`config.mk`:
```
export PLATFORM = sky130hd
export DESIGN_NAME = pwr_mode_ctrl
export DESIGN_NICKNAME = d
export VERILOG_FILES = /design/src/rtl/pwr_mode_pkg.sv /design/src/rtl/pmc_req_decode.sv /design/src/rtl/pmc_src_sel.sv /design/src/rtl/pmc_halt_fsm.sv /design/src/rtl/pmc_clk_gate.sv /design/src/rtl/pwr_mode_ctrl.sv
export SDC_FILE = /design/constraint.sdc
export NUM_CORES = 1
export LEC_CHECK = 0
export BUFFER_PORTS_ARGS = -buffer_cell sky130_fd_sc_hd__buf_2
export CAP_MARGIN = 20
export CORE_AREA = 2 2 39 41
export CTS_BUF_LIST = sky130_fd_sc_hd__clkbuf_2
export DETAILED_ROUTE_END_ITERATION = 12
export DIE_AREA = 0 0 41 43
export GPL_TIMING_DRIVEN = 0
export PLACE_DENSITY = 0.73
export SLEW_MARGIN = 20
export SYNTH_ARGS = -nofsm -noshare
export SYNTH_HDL_FRONTEND = slang
export SYNTH_SLANG_ARGS = --single-unit
```
`constraint.sdc`:
```
create_clock -name clk_i -period 1.99 [get_ports clk_i]
set_clock_uncertainty 0.2 [all_clocks]
set_input_delay 0.398 -clock clk_i [delete_from_list [all_inputs] [get_ports clk_i]]
set_output_delay 0.398 -clock clk_i [all_outputs]
set_load 0.02 [all_outputs]
```
`src/rtl/pwr_mode_pkg.sv`:
```
package pwr_mode_pkg;
  typedef enum logic [2:0] {
    MODE_NORMAL = 3'd0,
    MODE_SLOW   = 3'd1,
    MODE_SLEEP  = 3'd2,
    MODE_IDLE0  = 3'd3,
    MODE_IDLE1  = 3'd4
  } pwr_mode_e;

  typedef enum logic [1:0] {
    ST_RUN   = 2'd0,
    ST_SLEEP = 2'd1,
    ST_IDLE0 = 2'd2,
    ST_IDLE1 = 2'd3
  } pwr_state_e;
endpackage

```
`src/rtl/pmc_req_decode.sv`:
```
module pmc_req_decode #(
  parameter int DIV_W        = 3,
  parameter int SLOW_DIV_MAX = 1
) (
  input  logic             hl_sel_i,
  input  logic [DIV_W-1:0] div_sel_i,
  output logic             want_slow_o
);
  localparam logic [DIV_W-1:0] SlowLimit = DIV_W'(SLOW_DIV_MAX);

  always_comb want_slow_o = !hl_sel_i && (div_sel_i <= SlowLimit);
endmodule

```
`src/rtl/pmc_src_sel.sv`:
```
module pmc_src_sel (
  input  logic clk_i,
  input  logic rst_ni,
  input  logic run_i,
  input  logic want_slow_i,
  input  logic hosc_stable_i,
  input  logic losc_stable_i,
  output logic on_slow_o,
  output logic pend_o
);
  logic tgt_ready;

  always_comb tgt_ready = want_slow_i ? losc_stable_i : hosc_stable_i;

  always_ff @(posedge clk_i or negedge rst_ni) begin
    if (!rst_ni) begin
      on_slow_o <= 1'b0;
      pend_o    <= 1'b0;
    end else if (run_i) begin
      if (want_slow_i != on_slow_o) begin
        if (tgt_ready) begin
          on_slow_o <= want_slow_i;
          pend_o    <= 1'b0;
        end else begin
          pend_o    <= 1'b1;
        end
      end else begin
        pend_o <= 1'b0;
      end
    end
  end
endmodule

```
`src/rtl/pmc_halt_fsm.sv`:
```
module pmc_halt_fsm
  import pwr_mode_pkg::*;
(
  input  logic       clk_i,
  input  logic       rst_ni,
  input  logic       halt_i,
  input  logic       wake_i,
  input  logic       idle_en_i,
  input  logic       sys_on_idle_i,
  input  logic       wdt_timeout_i,
  input  logic       flag_clr_i,
  output pwr_state_e state_o,
  output logic       enter_o,
  output logic       wdt_clr_o,
  output logic       pdf_o,
  output logic       to_o
);
  pwr_state_e state_d;
  logic       enter;

  always_comb begin
    enter   = (state_o == ST_RUN) && halt_i;
    state_d = state_o;
    if (enter) begin
      if (!idle_en_i)         state_d = ST_SLEEP;
      else if (!sys_on_idle_i) state_d = ST_IDLE0;
      else                    state_d = ST_IDLE1;
    end else if (state_o != ST_RUN && wake_i) begin
      state_d = ST_RUN;
    end
  end

  assign enter_o = enter;

  always_ff @(posedge clk_i or negedge rst_ni) begin
    if (!rst_ni) begin
      state_o   <= ST_RUN;
      wdt_clr_o <= 1'b0;
      pdf_o     <= 1'b0;
      to_o      <= 1'b0;
    end else begin
      state_o   <= state_d;
      wdt_clr_o <= enter;
      if (enter) begin
        pdf_o <= 1'b1;
        to_o  <= 1'b0;
      end else if (flag_clr_i) begin
        pdf_o <= 1'b0;
        to_o  <= 1'b0;
      end else if (wdt_timeout_i) begin
        to_o  <= 1'b1;
      end
    end
  end
endmodule

```
`src/rtl/pmc_clk_gate.sv`:
```
module pmc_clk_gate
  import pwr_mode_pkg::*;
(
  input  pwr_state_e state_i,
  input  logic       on_slow_i,
  output logic [2:0] mode_o,
  output logic       sys_src_hi_o,
  output logic       sys_clk_en_o,
  output logic       tb_clk_en_o,
  output logic       sub_clk_en_o
);
  always_comb begin
    unique case (state_i)
      ST_SLEEP: mode_o = MODE_SLEEP;
      ST_IDLE0: mode_o = MODE_IDLE0;
      ST_IDLE1: mode_o = MODE_IDLE1;
      default:  mode_o = on_slow_i ? MODE_SLOW : MODE_NORMAL;
    endcase
    sys_src_hi_o = !on_slow_i;
    sys_clk_en_o = (state_i == ST_RUN) || (state_i == ST_IDLE1);
    tb_clk_en_o  = (state_i != ST_SLEEP);
    sub_clk_en_o = 1'b1;
  end
endmodule

```
`src/rtl/pwr_mode_ctrl.sv`:
```
module pwr_mode_ctrl
  import pwr_mode_pkg::*;
#(
  parameter int DIV_W        = 3,
  parameter int SLOW_DIV_MAX = 1
) (
  input  logic             clk_i,
  input  logic             rst_ni,
  input  logic             hl_sel_i,
  input  logic [DIV_W-1:0] div_sel_i,
  input  logic             idle_en_i,
  input  logic             sys_on_idle_i,
  input  logic             hosc_stable_i,
  input  logic             losc_stable_i,
  input  logic             halt_i,
  input  logic             wake_i,
  input  logic             wdt_timeout_i,
  input  logic             flag_clr_i,
  output logic [2:0]       mode_o,
  output logic             switch_pend_o,
  output logic             sys_src_hi_o,
  output logic             sys_clk_en_o,
  output logic             tb_clk_en_o,
  output logic             sub_clk_en_o,
  output logic             wdt_clr_o,
  output logic             pdf_o,
  output logic             to_flag_o
);
  logic       want_slow;
  logic       on_slow;
  logic       enter;
  logic       run_sw;
  pwr_state_e state;

  pmc_req_decode #(.DIV_W(DIV_W), .SLOW_DIV_MAX(SLOW_DIV_MAX)) u_dec (
    .hl_sel_i   (hl_sel_i),
    .div_sel_i  (div_sel_i),
    .want_slow_o(want_slow)
  );

  // source switching frozen in low power and on the halt edge
  assign run_sw = (state == ST_RUN) && !enter;

  pmc_src_sel u_src (
    .clk_i        (clk_i),
    .rst_ni       (rst_ni),
    .run_i        (run_sw),
    .want_slow_i  (want_slow),
    .hosc_stable_i(hosc_stable_i),
    .losc_stable_i(losc_stable_i),
    .on_slow_o    (on_slow),
    .pend_o       (switch_pend_o)
  );

  pmc_halt_fsm u_fsm (
    .clk_i        (clk_i),
    .rst_ni       (rst_ni),
    .halt_i       (halt_i),
    .wake_i       (wake_i),
    .idle_en_i    (idle_en_i),
    .sys_on_idle_i(sys_on_idle_i),
    .wdt_timeout_i(wdt_timeout_i),
    .flag_clr_i   (flag_clr_i),
    .state_o      (state),
    .enter_o      (enter),
    .wdt_clr_o    (wdt_clr_o),
    .pdf_o        (pdf_o),
    .to_o         (to_flag_o)
  );

  pmc_clk_gate u_gate (
    .state_i     (state),
    .on_slow_i   (on_slow),
    .mode_o      (mode_o),
    .sys_src_hi_o(sys_src_hi_o),
    .sys_clk_en_o(sys_clk_en_o),
    .tb_clk_en_o (tb_clk_en_o),
    .sub_clk_en_o(sub_clk_en_o)
  );
endmodule

```
# [Yosys cells after proc, flatten, opt, wreduce, memory -nomap -nowiden]
# Index checks and enable logic that the tools add are counted.
[op_classes] add_sub_neg=0 n_mul=0 div=0 magnitude_cmp=1 eq_ne=5 n_shift=0 muxes=14 bitwise=0 reduce_logical=14
[ops] operator="two-way mux 1 bit" count=10
[ops] operator="case mux 3 bit (3 select lines)" count=1
[ops] operator="two-way mux 2 bit" count=3
[ops] operator="nonzero test 2 bit" count=3
[ops] operator="equality test 2 bit (second input constant)" count=2
[ops] operator="logical AND 1 bit" count=4
[ops] operator="<= comparator 3 x 1 -> 1 bit (second input constant)" count=1
[ops] operator="zero test 1 bit" count=3
[ops] operator="AND reduction 3 bit" count=1
[ops] operator="nonzero test 3 bit" count=1
[ops] operator="equality test 2 x 1 -> 1 bit (second input constant)" count=1
[ops] operator="zero test 2 bit" count=1
[ops] operator="!= test 2 x 1 -> 1 bit (second input constant)" count=1
[ops] operator="logical OR 1 bit" count=1
[ops] operator="!= test 1 bit" count=1
[word_totals] regBits=7 latch_bits=0 ramBits=0 romBits=0 input_bits=14 output_inout_bits=11 elab_cells=40 memories=0

# [Longest topological paths before layout]
[logic_depth] word_depth=5 ltp_mapped=5 mapped_depth_nobuf=5

# [Cells and area by module]
# A second synthesis with hierarchy kept.
[hier_totals] hier_cells=40 area_unflattened_um2=421.7
[modules_own_cells] mod="pmc_halt_fsm" n_inst=1 cells_each=17 area_each_um2=207.7 seq_area_each_um2=125.1
[modules_own_cells] mod="pmc_src_sel" n_inst=1 cells_each=9 area_each_um2=98.8 seq_area_each_um2=50.0
[modules_own_cells] mod="pmc_clk_gate" n_inst=1 cells_each=12 area_each_um2=95.1 seq_area_each_um2=0.0
[modules_own_cells] mod="pmc_req_decode" n_inst=1 cells_each=1 area_each_um2=10.0 seq_area_each_um2=0.0
[modules_own_cells] mod="pwr_mode_ctrl" n_inst=1 cells_each=1 area_each_um2=10.0 seq_area_each_um2=0.0

# [Worst setup path after synthesis]
# Ideal clock, no wire load.
[synth_path] path_kind="register -> output" start="register u_fsm.state_o[1]" end="output mode_o[0]" t_arrival_ns=1.022 t_required_ns=1.392 path_slack_ns=0.370 path_stages_with_launch=4 n_path_buf=0 path_cell_list="dfrtp_1 -> inv_1 -> ha_1 -> mux2_2"
[synth_via] elab_chain_len=2 word_cells_on_any_way=4 classes_between="eq/ne: 3; mux: 1"
[synth_rtl] item="start, declared" line="pmc_halt_fsm.sv:12" text="output pwr_state_e state_o,"
[synth_rtl] item="start signal, assigned" line="pmc_halt_fsm.sv:42" text="state_o <= state_d;"
[synth_rtl] item="equality test 2 bit or equality test 2 x 1 -> 1 bit (tied branches)" line="pmc_clk_gate.sv:13" text="unique case (state_i)"
[synth_rtl] item="case mux 3 bit (3 select lines) (*)" line="pmc_clk_gate.sv:13"
[synth_rtl] item="end, declared" line="pwr_mode_ctrl.sv:19" text="output logic [2:0] mode_o,"
# Every way passes the cells marked *; elsewhere a longest branch is shown, timed or not.

# [Worst setup path after layout]
[layout_path] start="register u_fsm.state_o[0]" end="output mode_o[0]"
# Same word-level chain as after synthesis.

==> results by stage <==
Pwr:
- The share of total power in combinational logic is 0.612.
- Of the total power, the share spent switching nets is 0.439.
- The relative contribution of the clock network to total power is 0.120.
- The internal portion of total power is 0.477 mW.
- The share of total power dissipated in sequential elements is 0.268.
- For this design the static power due to leakage is 0.344 nW.
- For this design the ratio of total power to cell area is 1360 nW/um^2.
- The design draws 0.852 mW.
- The peak supply drop is 541 uV.
- The analysis attributes to net switching a power of 0.374 mW.

Critical path:
- The largest driver fanout on the critical path is 3.
- The first element of the critical path is u_fsm.state_o[0]$_DFFE_PN0P_.
- The beginning of the worst register-to-register path is u_fsm.state_o[1]$_DFFE_PN0P_.
- The path type of the worst setup path is reg -> out.
- The category of the worst setup path capture point is an output port.
- The startpoint class of the critical path is a register.
- The data arrival time of the critical path is 1340 ps.
- The data required time at the worst endpoint is 1390 ps.

Yosys:
- After synthesis the cells add up to 425 um^2.
- The proportion of register bits with asynchronous set or reset after synthesis is 1.00.
- The total nets after synthesis is 63.
- For this run, the leading register cell type out of synthesis is sky130_fd_sc_hd__dfrtp_1.
- In the synthesized netlist, the number of instances is 44.
- The number of storage elements in the synthesis netlist is 7.
- The unique cell type count in the Yosys netlist is 18.
- Yosys printed 0 warnings.
- The share of the Yosys chip area taken by registers is 0.412.
- Yosys mapped a number of flops with a built-in enable equal to 0.
- The synthesized area per cell is 9.67 um^2.

Clock network:
- Clock-pin slew was measured on the worst setup and hold paths at 70 ps.
- In this run the clock root is driven by a sky130_fd_sc_hd__clkbuf_2.
- TritonCTS created 3 clock buffers.
- For the worst-skew pair, the clock arrives at the later sink with an insertion delay of 220 ps.
- Counting along the longest clock path gives a buffer depth of 2.
- The tree built by TritonCTS fans out to 7 sinks.
- TritonCTS built the clock tree.
- The number of H-tree levels is 1.

STA:
- The tightest hold path in the finished design has a slack of 137 ps.
- The max-slew violation count came to 0.
- Setup repair after global routing could not meet its margin everywhere.
- The smallest clock period supported by the final layout is computed as 1940 ps.
- The peak clock frequency supported by timing is 516 MHz.
- Dividing the final minimum period by the clock period gives 0.974.
- The count of endpoints failing hold in the final timing report was 0.
- Setup violations remaining at the end of the flow were counted as 0.

Final layout:
- The number of antenna diodes in the final layout is 0.
- Leaving out fill and tap cells, the most frequent cell in the layout is sky130_fd_sc_hd__buf_2.
- The layout filler cell count is 140.
- The net count reported at finish is 95.
- The number of standard cells in the final layout excluding fillers is 91.
- The share of cells above drive strength 1 is 0.493.
- The signed area change from the synthesized netlist to the final layout is 46.8%.
- In the layout the commonest cells are sky130_fd_sc_hd__buf_2, sky130_fd_sc_hd__dfrtp_1, sky130_fd_sc_hd__buf_4.

Floorplan:
- The number of placement rows is 14.
- The floorplan step defined a die boundary enclosing 1760 um^2.
- 25 I/O pins were placed.
- From left edge to right edge, the die measures 41 um.
- The initial core utilization is 0.307.
- From bottom edge to top edge, the die measures 43 um.
- The core outline area is 1380 um^2.

Run:
- The count of max-cap constraint violations is 0.

Drt:
- The routed layout has 380 vias.
- The ratio of routed vias to standard cells is 4.18.
- The DRC violation count after routing is 0.
- Dividing the detail-routed wire length by the instance count gives 9.69 um.
- The routed design has 882 um of wire.
- The number of nets still failing antenna checks after routing is 0.
- The first detailed-routing pass took 2 iterations.
- The starting DRC count in detailed routing is 2.

Place:
- The count of buffers inserted at the top-level ports is 22.
- The placed wire-length estimate after detailed placement is 694 um.
- The number of cells after detailed placement is 82.
- The congestion estimate from routability-driven global placement came to 0.766.

Global routing:
- The maximum number of pins on one net before global-route repair is 8.
- The first-pass GRT wire length is 1380 um.
- The number of antenna violations at the first check in global routing came to 0.
- Across every metal layer, demand over resource in global routing totals 0.117.
- The global-route congestion overflow total is 0.
- The via count of the first global-routing pass is 337.

Worst hold path:
- The kind of path behind the tightest hold check is in -> reg.
- The beginning of the worst hold path is flag_clr_i.

Outcome:
- The flow ran to the end, and the final reports show no timing, DRC or antenna violations.
==> worst paths after layout <==
kind,to,depth (start not counted),slack (ps)
setup / recovery,mode_o[0],4,50
hold / removal,u_fsm.to_o$_DFFE_PN0P_,2,140
setup reg to reg,u_src.on_slow_o$_DFFE_PN0P_,6,470
hold reg to reg,u_fsm.pdf_o$_DFFE_PN0N_,2,320
max in group asynchronous,u_src.pend_o$_DFFE_PN0P_,2,1100
min in group asynchronous,u_fsm.state_o[0]$_DFFE_PN0P_,2,330
==> through the flow <==
step | util | TNS (ps) | setup slack, ps | area (um^2)
5_1_grt | 0.451 | -11.3 | -11.3 | 624
4_1_cts | 0.439 | 0 | 6.32 | 608
6_report | 0.451 | 0 | 52.0 | 624
3_3_place_gp | 0.401 | 0 | 220 | 556
2_1_floorplan | - | 0 | 370 | 425
3_5_place_dp | 0.401 | 0 | 209 | 556
==> state kept, by name (all words and copies together) (netlist names) <==
name	cells
u_src.pend_o	1
u_fsm.wdt_clr_o	1
u_fsm.state_o	2
u_src.on_slow_o	1
u_fsm.to_o	1
u_fsm.pdf_o	1
==> synthesized netlist by cell type, types with 2 or more instances <==
| master | n | share of area |
|---|---|---|
| sky130_fd_sc_hd__a21oi_1 | 2 | 0.024 |
| sky130_fd_sc_hd__dfrtp_1 | 7 | 0.41 |
| sky130_fd_sc_hd__ha_1 | 5 | 0.15 |
| sky130_fd_sc_hd__inv_1 | 7 | 0.062 |
| sky130_fd_sc_hd__nand2_1 | 2 | 0.018 |
| sky130_fd_sc_hd__nor2_1 | 5 | 0.044 |
| sky130_fd_sc_hd__nor2b_1 | 2 | 0.029 |
| sky130_fd_sc_hd__o21ai_1 | 4 | 0.047 |
==> timing repair <==
action / CTS / global route
endpoints found under the setup margin: 1 / 2
resized for setup: 2 / 3
buffers inserted: 3 / 1
hold endpoints to repair: 7 / 0
hold buffers: 1 / 0
==> cell type report <==
| class | instances | area [um^2] | area share |
|---|---|---|---|
| Inverter | 7 | 26.3 | 0.0421 |
| Tap cell | 16 | 20.0 | 0.0321 |
| Timing Repair Buffer | 27 | 159 | 0.255 |
| Clock buffer | 4 | 20.0 | 0.0321 |
| Sequential cell | 7 | 175 | 0.281 |
| Buffer | 1 | 7.51 | 0.0120 |
| Multi-Input combinational cell | 29 | 216 | 0.347 |
==> power by group through the flow <==
stage	registers [mW]	logic, mW	clock network, mW
3_5_place_dp	0.231	0.441	0
4_1_cts	0.230	0.489	0.109
6_report	0.228	0.521	0.102
2_1_floorplan	0.266	0.274	0
5_1_grt	0.237	0.570	0.117
3_3_place_gp	0.230	0.433	0
==> critical path, cell delays in order (launching register included) <==
cell                      delay [ps]
sky130_fd_sc_hd__dfrtp_1         410
sky130_fd_sc_hd__inv_2            90
sky130_fd_sc_hd__ha_1            150
sky130_fd_sc_hd__mux2_2          340
sky130_fd_sc_hd__buf_6           130
==> routing by layer <==
layer,global-route usage,up-vias,share of wire
met2,0.166,21,0.46
met3,0.0366,0,0.12
li1,-,199,-
met4,0.0600,0,0
met5,0,-,0
met1,0.152,160,0.42
==> cells by family after synthesis <==
logic type / Yosys count / synth area share
other cells: 1 / 0.00882
buf+inv: 8 / 0.0794
simple gates: 12 / 0.179
fa+ha+maj: 5 / 0.147
mux: 2 / 0.0500
compound gates: 9 / 0.124
flops: 7 / 0.412
Power figures use the tool's default switching activity.
